`src/rtl/csel_pkg.sv`:
```
package csel_pkg;

  localparam int OP_W = 4;

  typedef enum logic [OP_W-1:0] {
    OP_ZERO_CLR = 4'd0,
    OP_ZERO_SET = 4'd1,
    OP_MOVE     = 4'd2,
    OP_MIN_S    = 4'd3,
    OP_MIN_U    = 4'd4,
    OP_MAX_S    = 4'd5,
    OP_MAX_U    = 4'd6,
    OP_LT_S     = 4'd7,
    OP_LT_U     = 4'd8,
    OP_EXT_B    = 4'd9,
    OP_EXT_H    = 4'd10
  } opKind_e;

  // Strobes from control to datapath
  typedef struct packed {
    logic load;        // capture a new result this cycle
    logic selZero;     // conditional zeroing family
    logic zeroOnSet;   // zeroing polarity: 1 zeroes when condition is nonzero
    logic selMove;     // three-source move
    logic selMinMax;   // min / max family
    logic isMax;       // pick larger
    logic isSigned;    // two's-complement compare
    logic selLess;     // set-less-than
    logic selExtB;     // byte sign extension
    logic selExtH;     // halfword sign extension
  } ctlStrobe_t;

endpackage

```
`src/rtl/csel_ctrl.sv`:
```
module csel_ctrl
  import csel_pkg::*;
(
  input  logic            clk,
  input  logic            rst,
  input  logic            inValid,
  input  logic [OP_W-1:0] opCode,
  output ctlStrobe_t      ctl,
  output logic            outValid
);

  opKind_e opKind;

  always_comb begin
    opKind        = opKind_e'(opCode);
    ctl           = '0;
    ctl.load      = inValid;
    case (opKind)
      OP_ZERO_CLR: ctl.selZero = 1'b1;
      OP_ZERO_SET: begin ctl.selZero = 1'b1; ctl.zeroOnSet = 1'b1; end
      OP_MOVE:     ctl.selMove = 1'b1;
      OP_MIN_S:    begin ctl.selMinMax = 1'b1; ctl.isSigned = 1'b1; end
      OP_MIN_U:    ctl.selMinMax = 1'b1;
      OP_MAX_S:    begin ctl.selMinMax = 1'b1; ctl.isMax = 1'b1; ctl.isSigned = 1'b1; end
      OP_MAX_U:    begin ctl.selMinMax = 1'b1; ctl.isMax = 1'b1; end
      OP_LT_S:     begin ctl.selLess = 1'b1; ctl.isSigned = 1'b1; end
      OP_LT_U:     ctl.selLess = 1'b1;
      OP_EXT_B:    ctl.selExtB = 1'b1;
      OP_EXT_H:    ctl.selExtH = 1'b1;
      default:     ; // undefined codes select nothing, so the result is zero
    endcase
  end

  always_ff @(posedge clk) begin
    if (rst) outValid <= 1'b0;
    else     outValid <= inValid;
  end

  // at most one result family is enabled
  a_r8_one_family: assert property (@(posedge clk) disable iff (rst)
    $onehot0({ctl.selZero, ctl.selMove, ctl.selMinMax, ctl.selLess, ctl.selExtB, ctl.selExtH}));

  // valid follows the accept strobe by one clock
  a_r10_valid_rise: assert property (@(posedge clk) disable iff (rst)
    inValid |=> outValid);
  a_r10_valid_fall: assert property (@(posedge clk) disable iff (rst)
    !inValid |=> !outValid);

endmodule

```
`src/rtl/csel_dpath.sv`:
```
module csel_dpath
  import csel_pkg::*;
#(
  parameter int XLEN = 32
)(
  input  logic            clk,
  input  logic            rst,
  input  ctlStrobe_t      ctl,
  input  logic [XLEN-1:0] opA,
  input  logic [XLEN-1:0] opB,
  input  logic [XLEN-1:0] opC,
  output logic [XLEN-1:0] result
);

  localparam int N_EXT = 2;
  localparam int EXT_W [N_EXT] = '{8, 16};

  logic            condB, condC, lessS, lessU, less;
  logic [XLEN-1:0] zeroTerm, moveTerm, mmTerm, lessTerm, extTerm, nextResult;
  logic [XLEN-1:0] extVec [N_EXT];
  logic [N_EXT-1:0] extSel;

  assign extSel = {ctl.selExtH, ctl.selExtB};

  // One sign extender per source width
  for (genvar g = 0; g < N_EXT; g++) begin : g_ext
    localparam int W = EXT_W[g];
    assign extVec[g] = {{(XLEN-W){opA[W-1]}}, opA[W-1:0]};
  end

  always_comb begin
    condB = |opB;
    condC = |opC;
    lessS = $signed(opA) < $signed(opB);
    lessU = opA < opB;
    less  = ctl.isSigned ? lessS : lessU;

    zeroTerm = (ctl.selZero && (condB ^ ctl.zeroOnSet)) ? opA : '0;
    moveTerm = ctl.selMove ? (condC ? opA : opB) : '0;
    mmTerm   = ctl.selMinMax ? ((less ^ ctl.isMax) ? opA : opB) : '0;
    lessTerm = ctl.selLess ? XLEN'(less) : '0;

    extTerm = '0;
    for (int i = 0; i < N_EXT; i++)
      if (extSel[i]) extTerm = extTerm | extVec[i];

    nextResult = zeroTerm | moveTerm | mmTerm | lessTerm | extTerm;
  end

  always_ff @(posedge clk) begin
    if (rst)           result <= '0;
    else if (ctl.load) result <= nextResult;
  end

  // zero-if-clear with a zero condition yields zero
  a_r1_clear_zero: assert property (@(posedge clk) disable iff (rst)
    (ctl.load && ctl.selZero && !ctl.zeroOnSet && opB == '0) |=> result == '0);

  // zero-if-set with a nonzero condition yields zero
  a_r2_set_zero: assert property (@(posedge clk) disable iff (rst)
    (ctl.load && ctl.selZero && ctl.zeroOnSet && opB != '0) |=> result == '0);

  // move with nonzero condition returns operand A
  a_r3_move_a: assert property (@(posedge clk) disable iff (rst)
    (ctl.load && ctl.selMove && opC != '0) |=> result == $past(opA));

  // signed minimum never exceeds operand A
  a_r4_min_bound: assert property (@(posedge clk) disable iff (rst)
    (ctl.load && ctl.selMinMax && ctl.isSigned && !ctl.isMax)
      |=> $signed(result) <= $signed($past(opA)));

  // unsigned maximum is never below operand B
  a_r5_max_bound: assert property (@(posedge clk) disable iff (rst)
    (ctl.load && ctl.selMinMax && !ctl.isSigned && ctl.isMax) |=> result >= $past(opB));

  // set-less-than is a plain boolean
  a_r6_bool: assert property (@(posedge clk) disable iff (rst)
    (ctl.load && ctl.selLess) |=> result[XLEN-1:1] == '0);

  // result holds when nothing is accepted
  a_r10_hold: assert property (@(posedge clk) disable iff (rst)
    !ctl.load |=> $stable(result));

endmodule

```
`src/rtl/csel_alu_unit.sv`:
```
module csel_alu_unit
  import csel_pkg::*;
#(
  parameter int XLEN = 32
)(
  input  logic            clk,
  input  logic            rst,
  input  logic            inValid,
  input  logic [3:0]      opCode,
  input  logic [XLEN-1:0] srcA,
  input  logic [XLEN-1:0] srcB,
  input  logic [XLEN-1:0] srcC,
  output logic            outValid,
  output logic [XLEN-1:0] outResult
);

  ctlStrobe_t ctl;

  csel_ctrl ctrl_i (
    .clk      (clk),
    .rst      (rst),
    .inValid  (inValid),
    .opCode   (opCode),
    .ctl      (ctl),
    .outValid (outValid)
  );

  csel_dpath #(.XLEN(XLEN)) dpath_i (
    .clk    (clk),
    .rst    (rst),
    .ctl    (ctl),
    .opA    (srcA),
    .opB    (srcB),
    .opC    (srcC),
    .result (outResult)
  );

endmodule

```
`config.mk`:
```
export PLATFORM = sky130hd
export DESIGN_NAME = csel_alu_unit
export DESIGN_NICKNAME = d
export VERILOG_FILES = /design/src/rtl/csel_pkg.sv /design/src/rtl/csel_ctrl.sv /design/src/rtl/csel_dpath.sv /design/src/rtl/csel_alu_unit.sv
export SDC_FILE = /design/constraint.sdc
export NUM_CORES = 1
export LEC_CHECK = 0
export ABC_AREA = 1
export ABC_CLOCK_PERIOD_IN_PS = 3000
export BUFFER_PORTS_ARGS = -buffer_cell sky130_fd_sc_hd__buf_2
export CORE_MARGIN = 2
export CORE_UTILIZATION = 35
export CTS_BUF_LIST = sky130_fd_sc_hd__clkbuf_8
export CTS_CLUSTER_DIAMETER = 60
export DETAILED_ROUTE_END_ITERATION = 8
export GPL_TIMING_DRIVEN = 0
export PLACE_DENSITY = 0.69
export SYNTH_ARGS = -nofsm -noshare
export SYNTH_HDL_FRONTEND = slang
export SYNTH_SLANG_ARGS = --single-unit
export TNS_END_PERCENT = 20
```
`constraint.sdc`:
```
create_clock -name clk -period 3 [get_ports clk]
set_input_delay 0.9 -clock clk [delete_from_list [all_inputs] [get_ports clk]]
set_output_delay 0.9 -clock clk [all_outputs]
set_load 0.03 [all_outputs]
```
# After elaboration in Yosys (flattened, before gate mapping)
# Cells that the tools add are included.
word_totals:
  out_inout_bits: 33
  mem_bits_rw: 0
  mem_bits_ro: 0
  register_bits: 33
  n_memories: 0
  input_bits: 103
  latchBits: 0
op_classes:
  n_addsub: 0
  n_lt_le_gt_ge: 2
  n_mul: 0
  shifts: 0
  n_bitwise: 7
  div_mod_pow: 0
  n_eq_ne: 10
  n_reduce_logical: 9
  muxes: 18
ops:
  columns: ["op", "n"]
  rows:
  - ["2-to-1 mux 32 bit", 7]
  - ["OR 32 bit", 5]
  - ["< comparator 32 bit", 2]
  - ["OR reduction 32 bit", 2]
  - ["equality test 4 x 3 -> 1 bit (second input constant)", 4]
  - ["equality test 4 bit (second input constant)", 3]
  - ["2-to-1 mux 1 bit", 11]
  - ["equality test 4 x 2 -> 1 bit (second input constant)", 2]
  - ["OR reduction 2 bit", 3]
  - ["equality test 4 x 1 -> 1 bit (second input constant)", 1]
  - ["zero test 4 bit", 1]
  - ["OR reduction 4 bit", 1]
  - ["OR reduction 3 bit", 1]
  - ["XOR 1 bit", 2]
  - ["logical AND 1 bit", 1]

# Depth between registers and ports, before layout
# Gate-level depths: netlist of the first run.
logic_depth:
  ltp_word: 10
  mapped_depth: 19
  ltp_nobuf: 18

# Hierarchy
# From an unflattened synthesis of the first run, not the netlist that was laid out.
unflattened:
  hier_cells: 544
  hier_area_um2: 3309.4
modules_own_cells:
  columns: ["mod", "instances", "seq_area_each_um2", "area_each_um2", "cells_each"]
  rows:
  - ["csel_dpath", 1, 640.6, 3165.5, 512]
  - ["csel_ctrl", 1, 20.0, 143.9, 32]

# Least setup slack after synthesis of the first run
# No wires, ideal clock.
synth_path:
  path_kind: "input-to-reg"
  from: "input srcB[27]"
  to: "register dpath_i.result[7]"
  setup_ns: 0.122
  stages: 15
  n_path_buf: 1
  t_required_ns: 2.878
  arrival_ns: 2.391
  setup_slack_ns: 0.488
  path_cell_list: "inv_1 -> ha_1 -> a21oi_1 -> o21ai_1 -> nand2_1 -> o211ai_1 -> nor2_1 -> nand2_1 -> nand2_2 -> nand2_4 -> nand2_2 -> buf_6 -> nand3_1 -> nand3_1 -> a21oi_2"
synth_between:
  elab_chain_len: 8
synth_rtl:
  columns: ["element", "line", "source"]
  rows:
  - ["start: declaration", "csel_alu_unit.sv:11", "input logic [XLEN-1:0] srcB,"]
  - ["< comparator 32 bit (tied with other cells)", "csel_dpath.sv:35", "lessU = opA < opB;"]
  - ["2-to-1 mux 1 bit / XOR 1 bit (equally long branches)", "csel_dpath.sv:36, csel_dpath.sv:38", null]
  - ["XOR 1 bit / logical AND 1 bit (equally long branches)", "csel_dpath.sv:40, csel_dpath.sv:38", null]
  - ["2-to-1 mux 32 bit, on equally long branches", "csel_dpath.sv:40, csel_dpath.sv:38", null]
  - ["2-to-1 mux 32 bit / OR 32 bit (equally long branches)", "csel_dpath.sv:40, csel_dpath.sv:47", null]
  - ["OR 32 bit * (3 in series)", "csel_dpath.sv:47", "nextResult = zeroTerm | moveTerm | mmTerm | lessTerm | extTerm;"]
  - ["end signal: assignment", "csel_dpath.sv:52", "else if (ctl.load) result <= nextResult;"]
  - ["end: declaration", "csel_dpath.sv:12", "output logic [XLEN-1:0] result"]
# Every way passes the cells marked *; elsewhere a longest branch is shown, timed or not.
# A chain may end at the register's enable or synchronous reset.

# Final worst setup path of the first run
layout_path:
  from: "input srcB[27]"
  to: "register dpath_i.result[5]"
# Same word-level chain as after synthesis.

==> results.toml, run 1 <==
[outcome]
status = "completed"

[sta]
finalWorstSetupSlack_ns = 0.393
period_minus_slack_ns = 2.61
period_share_pct = 86.9
tns_ns = 0
slew_violations = 0
worst_pin_slew_ns = 0.491
fin_skew_ns = 0
slew_headroom_pct = 67.2
hold_viol_final = 0
setup_violations = 0
rsz0062_at_grt = "no"
fmax_mhz = 384

[detailed_routing]
wl_met2_um = 5240
drcViolationCount = 0
post_drt_wl_per_cell_um = 13.7
drt-vias-per-instance = 5.21
drtIter0Drc = 137
top_layer_used = "met4"
dr_wl_met3_um = 832
wl_um = 11000
drt-met1-wl_um = 4800
postRouteAntennaNets = 0
drt-pass1-iter-count = 5
vias = 4189

[synth]
synth_cells = 532
synth_cell_types = 27
synth_seq_cells = 33
syn_area_um2 = 3390
yosys_warnings = 0
avgSynthCellArea_um2 = 6.38
synth_fp_nets = 666
synth-seq-area-share_pct = 19.5

[cells_and_area]
instances_no_fill = 804
diodes = 0
final_common_cell = "buf_2"
drive_gt1_share_pct = 28.1
layout_common_cells = "buf_2, nand3_1, inv_1, a21oi_1, o21ai_0"
fin_util_pct = 46.2
area_growth_pct = 27.1
nets = 808
fillers = 1012
fin_area_um2 = 4310

[placement]
hpwl_um = 8630
port_buffers = 135
placed_cell_area_um2 = 4230
dp.cells = 796
pre_cts_slack_ns = 0.0942
gp_congestion = 0.868

[critical_path]
rrSetupSlack_ns = 2.31
end_kind = "register"
worst_r2r_startpoint = "dpath_i.result[7]$_SDFFE_PP0P_"
crit_arrival_ns = 2.84
cpMaxStageDelayCell = "ha_1"
crit_chain = "buf_2 -> inv_1 -> ha_1 -> a21oi_1 -> o21ai_1 -> nand2_1 -> o211ai_1 -> nor2_1 -> nand2_1 -> nand2_2 -> nand3_2 -> buf_6 -> nand3_1 -> nand3_1 -> a21oi_2"
r2r_end = "dpath_i.result[7]$_SDFFE_PP0P_"
cpPeakStageDelay_ns = 0.26
crit_required_ns = 3.23
start_kind = "primary input"
crit_fanout = 10
reg2reg_depth = 2
critical_path_class = "in -> reg"

[power_and_ir_drop]
ir_drop_mv = 0.201
power_density_nw_per_um2 = 334
p_leak_nw = 2.27

[floorplan]
die_h_um = 102
num_rows = 35
die-width_um = 102
core_um2 = 9330
die_area_um2 = 10500
ios = 136
initial_utilization_pct = 36.4

[hold_path]
min_path_cells = 2
min_delay_worst_endpoint = "dpath_i.result[18]$_SDFFE_PP0P_"
hold_path.class = "reg -> reg"
min_from = "dpath_i.result[18]$_SDFFE_PP0P_"

[job]
maxCapViolations = 0

[clock_network]
clockBufferDepth = 2
cts_buffers = 5
cts_hold_buf = 0
clkTransAtPathRegs_ns = 0.07
cts_max_level = 2
clock_sinks = 33
clk_latency_ns = 0.30
cts_tree = "yes"
cts_resized = 0
cts_root_buf = "clkbuf_8"
postCtsSetupBuffers = 0

[global_routing]
grt_usage_pct = 21.5
grt_pass1_wl_um = 18300
grt_pass1_vias = 4072
grt_max_degree = 11
antenna_found_initial = 0
grt-ovfl-total = 0
-- routing by layer --
layer | track usage [%] | vias to the layer above
met5 | 0 | -
met3 | 4.17 | 19
li1 | - | 2101
met1 | 27.1 | 1907
met2 | 36.3 | 162
met4 | 7.69 | 0
-- where the power goes --
part | leakage [nW] | internal [mW] | switching, mW | total, mW
clock network | 0.0491 | 0.158 | 0.182 | 0.340
logic | 1.94 | 0.229 | 0.387 | 0.616
registers | 0.273 | 0.471 | 0.0144 | 0.485
-- state kept, by name, summed over array words and instances (netlist names) --
signal           count
ctrl_i.outValid      1
dpath_i.result      32
-- area by class of cell --
type	count	area [µm²]	area share (%)
Buffer	27	180	4.18
Tap cell	129	161	3.74
Sequential cell	33	661	15.3
Clock inverter	3	13.8	0.319
Clock buffer	5	68.8	1.60
Inverter	87	327	7.57
Multi-Input combinational cell	385	2230	51.6
Timing Repair Buffer	135	676	15.7
-- worst max-delay path: cells and delay by family --
family	cells	cell delay, ns
fa+ha+maj	1	0.26
compound gates	4	0.47
simple gates	7	0.79
buf+inv	3	0.41
-- worst max path at each step --
stage	slack (ns)	end	cells after the start	startpoint
finish	0.39	dpath_i.result[5]$_SDFFE_PP0P_	15	srcB[27]
global route	0.13	dpath_i.result[24]$_SDFFE_PP0P_	16	srcB[31]
CTS	0.38	dpath_i.result[5]$_SDFFE_PP0P_	15	srcB[27]
detailed placement	0.09	dpath_i.result[7]$_SDFFE_PP0P_	15	srcB[27]
global placement	0.13	dpath_i.result[5]$_SDFFE_PP0P_	18	srcB[5]
floorplan	0.49	dpath_i.result[7]$_SDFFE_PP0P_	15	srcB[27]
-- per-stage QoR --
stage	hold slack (ns)	power, mW
finish	0.529	1.44
global route	0.558	1.55
CTS	0.534	1.46
detailed placement	0.513	1.11
global placement	0.512	1.09
floorplan	0.644	0.904
-- synth_stat cells --
master / number / area [µm²]
nand3_1: 93 / 465
inv_1: 86 / 323
a21oi_1: 66 / 330
o21ai_0: 66 / 330
nand2_1: 40 / 150
dfxtp_1: 33 / 661
ha_1: 31 / 388
nor2_1: 31 / 116
nand4_1: 13 / 81.3
a21oi_2: 11 / 96.3
clkbuf_1: 11 / 41.3
nand3_2: 11 / 110
buf_6: 9 / 101
buf_2: 6 / 30.0
nor4_1: 6 / 37.5
nand2_2: 5 / 31.3
o21ai_1: 3 / 15.0
nor3_2: 2 / 20.0
a31oi_1: 1 / 6.26
and3_1: 1 / 6.26
buf_4: 1 / 7.51
inv_2: 1 / 3.75
nand2_4: 1 / 11.3
nand3b_1: 1 / 7.51
nor2_2: 1 / 6.26
o211ai_1: 1 / 7.51
xor2_1: 1 / 8.76
-- logic make-up (layout without fill, tap and decap cells) --
logic type	count (synthesis)	count (layout)	synth area share, %
buffers and inverters	114	257	14.9
AND/OR/NAND/NOR	205	205	30.8
adder cells (fa/ha/maj)	31	31	11.4
flip-flops	33	33	19.5
AO/OA/AOI/OAI	148	148	23.2
XOR/XNOR	1	1	0.258
Note: power is estimated with default switching activity, not from simulation.
==> run 2: changes to the inputs <==
--- a/config.mk
+++ b/config.mk
@@ -17,5 +17,6 @@
 export PLACE_DENSITY = 0.69
 export SYNTH_ARGS = -nofsm -noshare
 export SYNTH_HDL_FRONTEND = slang
+export SYNTH_HIERARCHICAL = 1
 export SYNTH_SLANG_ARGS = --single-unit
 export TNS_END_PERCENT = 20
==> run 2 against run 1 <==
Synthesized cell count increased by 2.3%. Global-route usage increased by 1.5 points. Sequential share of layout area increased by 0.25 points. Via count increased by 2.2%. Hold slack got worse by 0.00057 ns. Utilization decreased by 0.10 points. Largest cell class unchanged. Maximum frequency decreased by 5.0%. Critical endpoint is now dpath_i/result[5]$_SDFFE_PP0P_.
==> results.toml, run 2 <==
[synth]
synth_common_cells = "nand3_1, inv_1, a21oi_1"
avgSynthCellArea_um2 = 6.08
synth_edf_count = 0
synth_top_area_share_pct = 20.0
ys_async_sr_fraction_pct = 0
synth_cells = 544
yosys_warnings = 6
synth_top_area_cell = "dfxtp_1"
yosys-top-cells-area = "dfxtp_1, nand3_1, a21oi_1"
syn_area_um2 = 3310
synth-seq-area-share_pct = 20.0
synth_fp_nets = 678
synth_seq_cells = 33
synth_cell_types = 26
synth_ff_type = "dfxtp_1"
yosysMostFrequentCell = "nand3_1"

[clock_network]
cts_root_buf = "clkbuf_8"
cts_tree = "yes"
clock_sinks = 33
cts_hold_buf = 0
clk_latency_ns = 0.29
clockBufferDepth = 2
cts_buffers = 5
postCtsSetupBuffers = 0
clkTransAtPathRegs_ns = 0.08
cts_resized = 0
cts_max_level = 2

[sta]
hold_viol_final = 0
timing.hold.ws_ns = 0.529
worst_pin_slew_ns = 0.664
fmax_mhz = 364
fin_skew_ns = 0
period_minus_slack_ns = 2.75
slew_violations = 0
period_share_pct = 91.5
setup_violations = 0
slew_headroom_pct = 55.7
tns_ns = 0
rsz0062_at_grt = "no"

[power_and_ir_drop]
ir_drop_mv = 0.259
power_density_nw_per_um2 = 366
p_leak_nw = 2.28

[critical_path]
end_kind = "register"
reg2reg_depth = 2
worst_r2r_startpoint = "dpath_i/result[31]$_SDFFE_PP0P_"
crit_fanout = 10
rrSetupSlack_ns = 2.33
start_kind = "primary input"
crit_arrival_ns = 2.97
crit_required_ns = 3.23
critical_path_class = "in -> reg"
r2r_end = "dpath_i/result[31]$_SDFFE_PP0P_"

[global_routing]
grt_usage_pct = 22.9
antenna_found_initial = 1
grt_max_degree = 11
grt_pass1_vias = 3997
grt_pass1_wl_um = 18900
grt-ovfl-total = 0

[floorplan]
die_area_um2 = 10200
core_um2 = 9200
die-width_um = 101
num_rows = 35
die_h_um = 101
initial_utilization_pct = 36.0
ios = 136

[detailed_routing]
drtIter0Drc = 354
postRouteAntennaNets = 0
drt-pass1-iter-count = 5
drcViolationCount = 0
drt-vias-per-instance = 5.36
vias = 4280
wl_um = 11900
post_drt_wl_per_cell_um = 14.9

[cells_and_area]
layout_common_cells = "buf_2, nand3_1, inv_1, a21oi_1, o21ai_0"
nets = 820
instances_no_fill = 799
final_common_cell = "buf_2"
area_growth_pct = 28.2
drive_gt1_share_pct = 24.2
largest_reg_flops = 32
fin_util_pct = 46.1
reg.largest.list = "dpath_i/result (32), ctrl_i/outValid (1)"
fillers = 987
largest_register = "dpath_i/result"

[placement]
hpwl_um = 9220
gp_congestion = 0.902
dp.cells = 790
port_buffers = 135

[hold_path]
min_path_cells = 2
min_delay_worst_endpoint = "dpath_i/result[10]$_SDFFE_PP0P_"
hold_path.class = "reg -> reg"
min_from = "dpath_i/result[10]$_SDFFE_PP0P_"

[job]
maxCapViolations = 0

[outcome]
status = "completed"
[run 2: changes by cell type after synthesis, moves of 3 or more]
cell / change
a21oi_1: +13
a21oi_2: -11
buf_4: +6
buf_6: -8
clkbuf_1: +3
nand2_1: +11
nand2_2: -4
nand3_1: +8
nand3_2: -8
nor3_1: +3
[run 2: worst max path at each step]
stage            start                              end  depth (start not counted)
2_1_floorplan  srcB[5]  dpath_i/result[15]$_SDFFE_PP0P_                         16
3_3_place_gp   srcB[5]  dpath_i/result[12]$_SDFFE_PP0P_                         17
3_5_place_dp   srcB[5]   dpath_i/result[5]$_SDFFE_PP0P_                         17
4_1_cts        srcB[5]   dpath_i/result[5]$_SDFFE_PP0P_                         17
5_1_grt        srcB[5]  dpath_i/result[27]$_SDFFE_PP0P_                         17
6_report       srcB[5]   dpath_i/result[5]$_SDFFE_PP0P_                         17
[run 2: area by class of cell]
class	instances	area, µm²	share of cell area (%)
tap	111	139	3.27
timing repair buffer	135	676	15.9
clock buffer	6	82.6	1.95
buffer	28	146	3.45
clock inverter	2	33.8	0.796
multi-input combinational	394	2170	51.1
inverter	89	334	7.87
sequential	33	661	15.6
antenna	1	2.50	0.0590
[run 2: report_power, final]
part,internal (mW),switching (mW)
logic,0.219,0.390
registers,0.471,0.0163
clock network,0.268,0.189
total,0.958,0.596
[run 2: layer usage]
metal  up-vias  GRT usage, %  part of all wire (%)
met5         -             0                     0
met3        22          3.31                   8.2
li1       2131             -                     -
met4         0          8.42                   1.9
met1      1898          30.6                    44
met2       229          37.6                    46
[run 2: worst max-delay path: stages]
cell and delay, ns:
buf_2 0.10, inv_1 0.11, ha_1 0.26, a21oi_1 0.16, nor2_1 0.05, nor3_1 0.13, nand2_1 0.09, nand2_1 0.06
nand2_1 0.08, nand2_1 0.10, nand2_1 0.07, nand2_2 0.12, nand3_2 0.14, buf_2 0.25, nand3_1 0.12, nand3_1 0.08
a21oi_1 0.14
[run 2: per-stage QoR]
step / area [µm²] / worst slack, ns / power [mW]
after CTS: 4240 / 0.283 / 1.55
after global routing: 4240 / 0.0938 / 1.65
after detailed placement: 4120 / -0.0120 / 1.10
after floorplan: 3310 / 0.481 / 0.885
final: 4240 / 0.254 / 1.55
after global placement: 4120 / 0.0776 / 1.08
[run 2: cells by family after synthesis]
| group | after synthesis | share of synthesized area (%) |
|---|---|---|
| AOI/OAI and AO/OA | 151 | 23.0 |
| adders and majority gates | 31 | 11.7 |
| buffers and inverters | 117 | 14.5 |
| DFF | 33 | 20.0 |
| and+or+nand+nor | 212 | 30.8 |
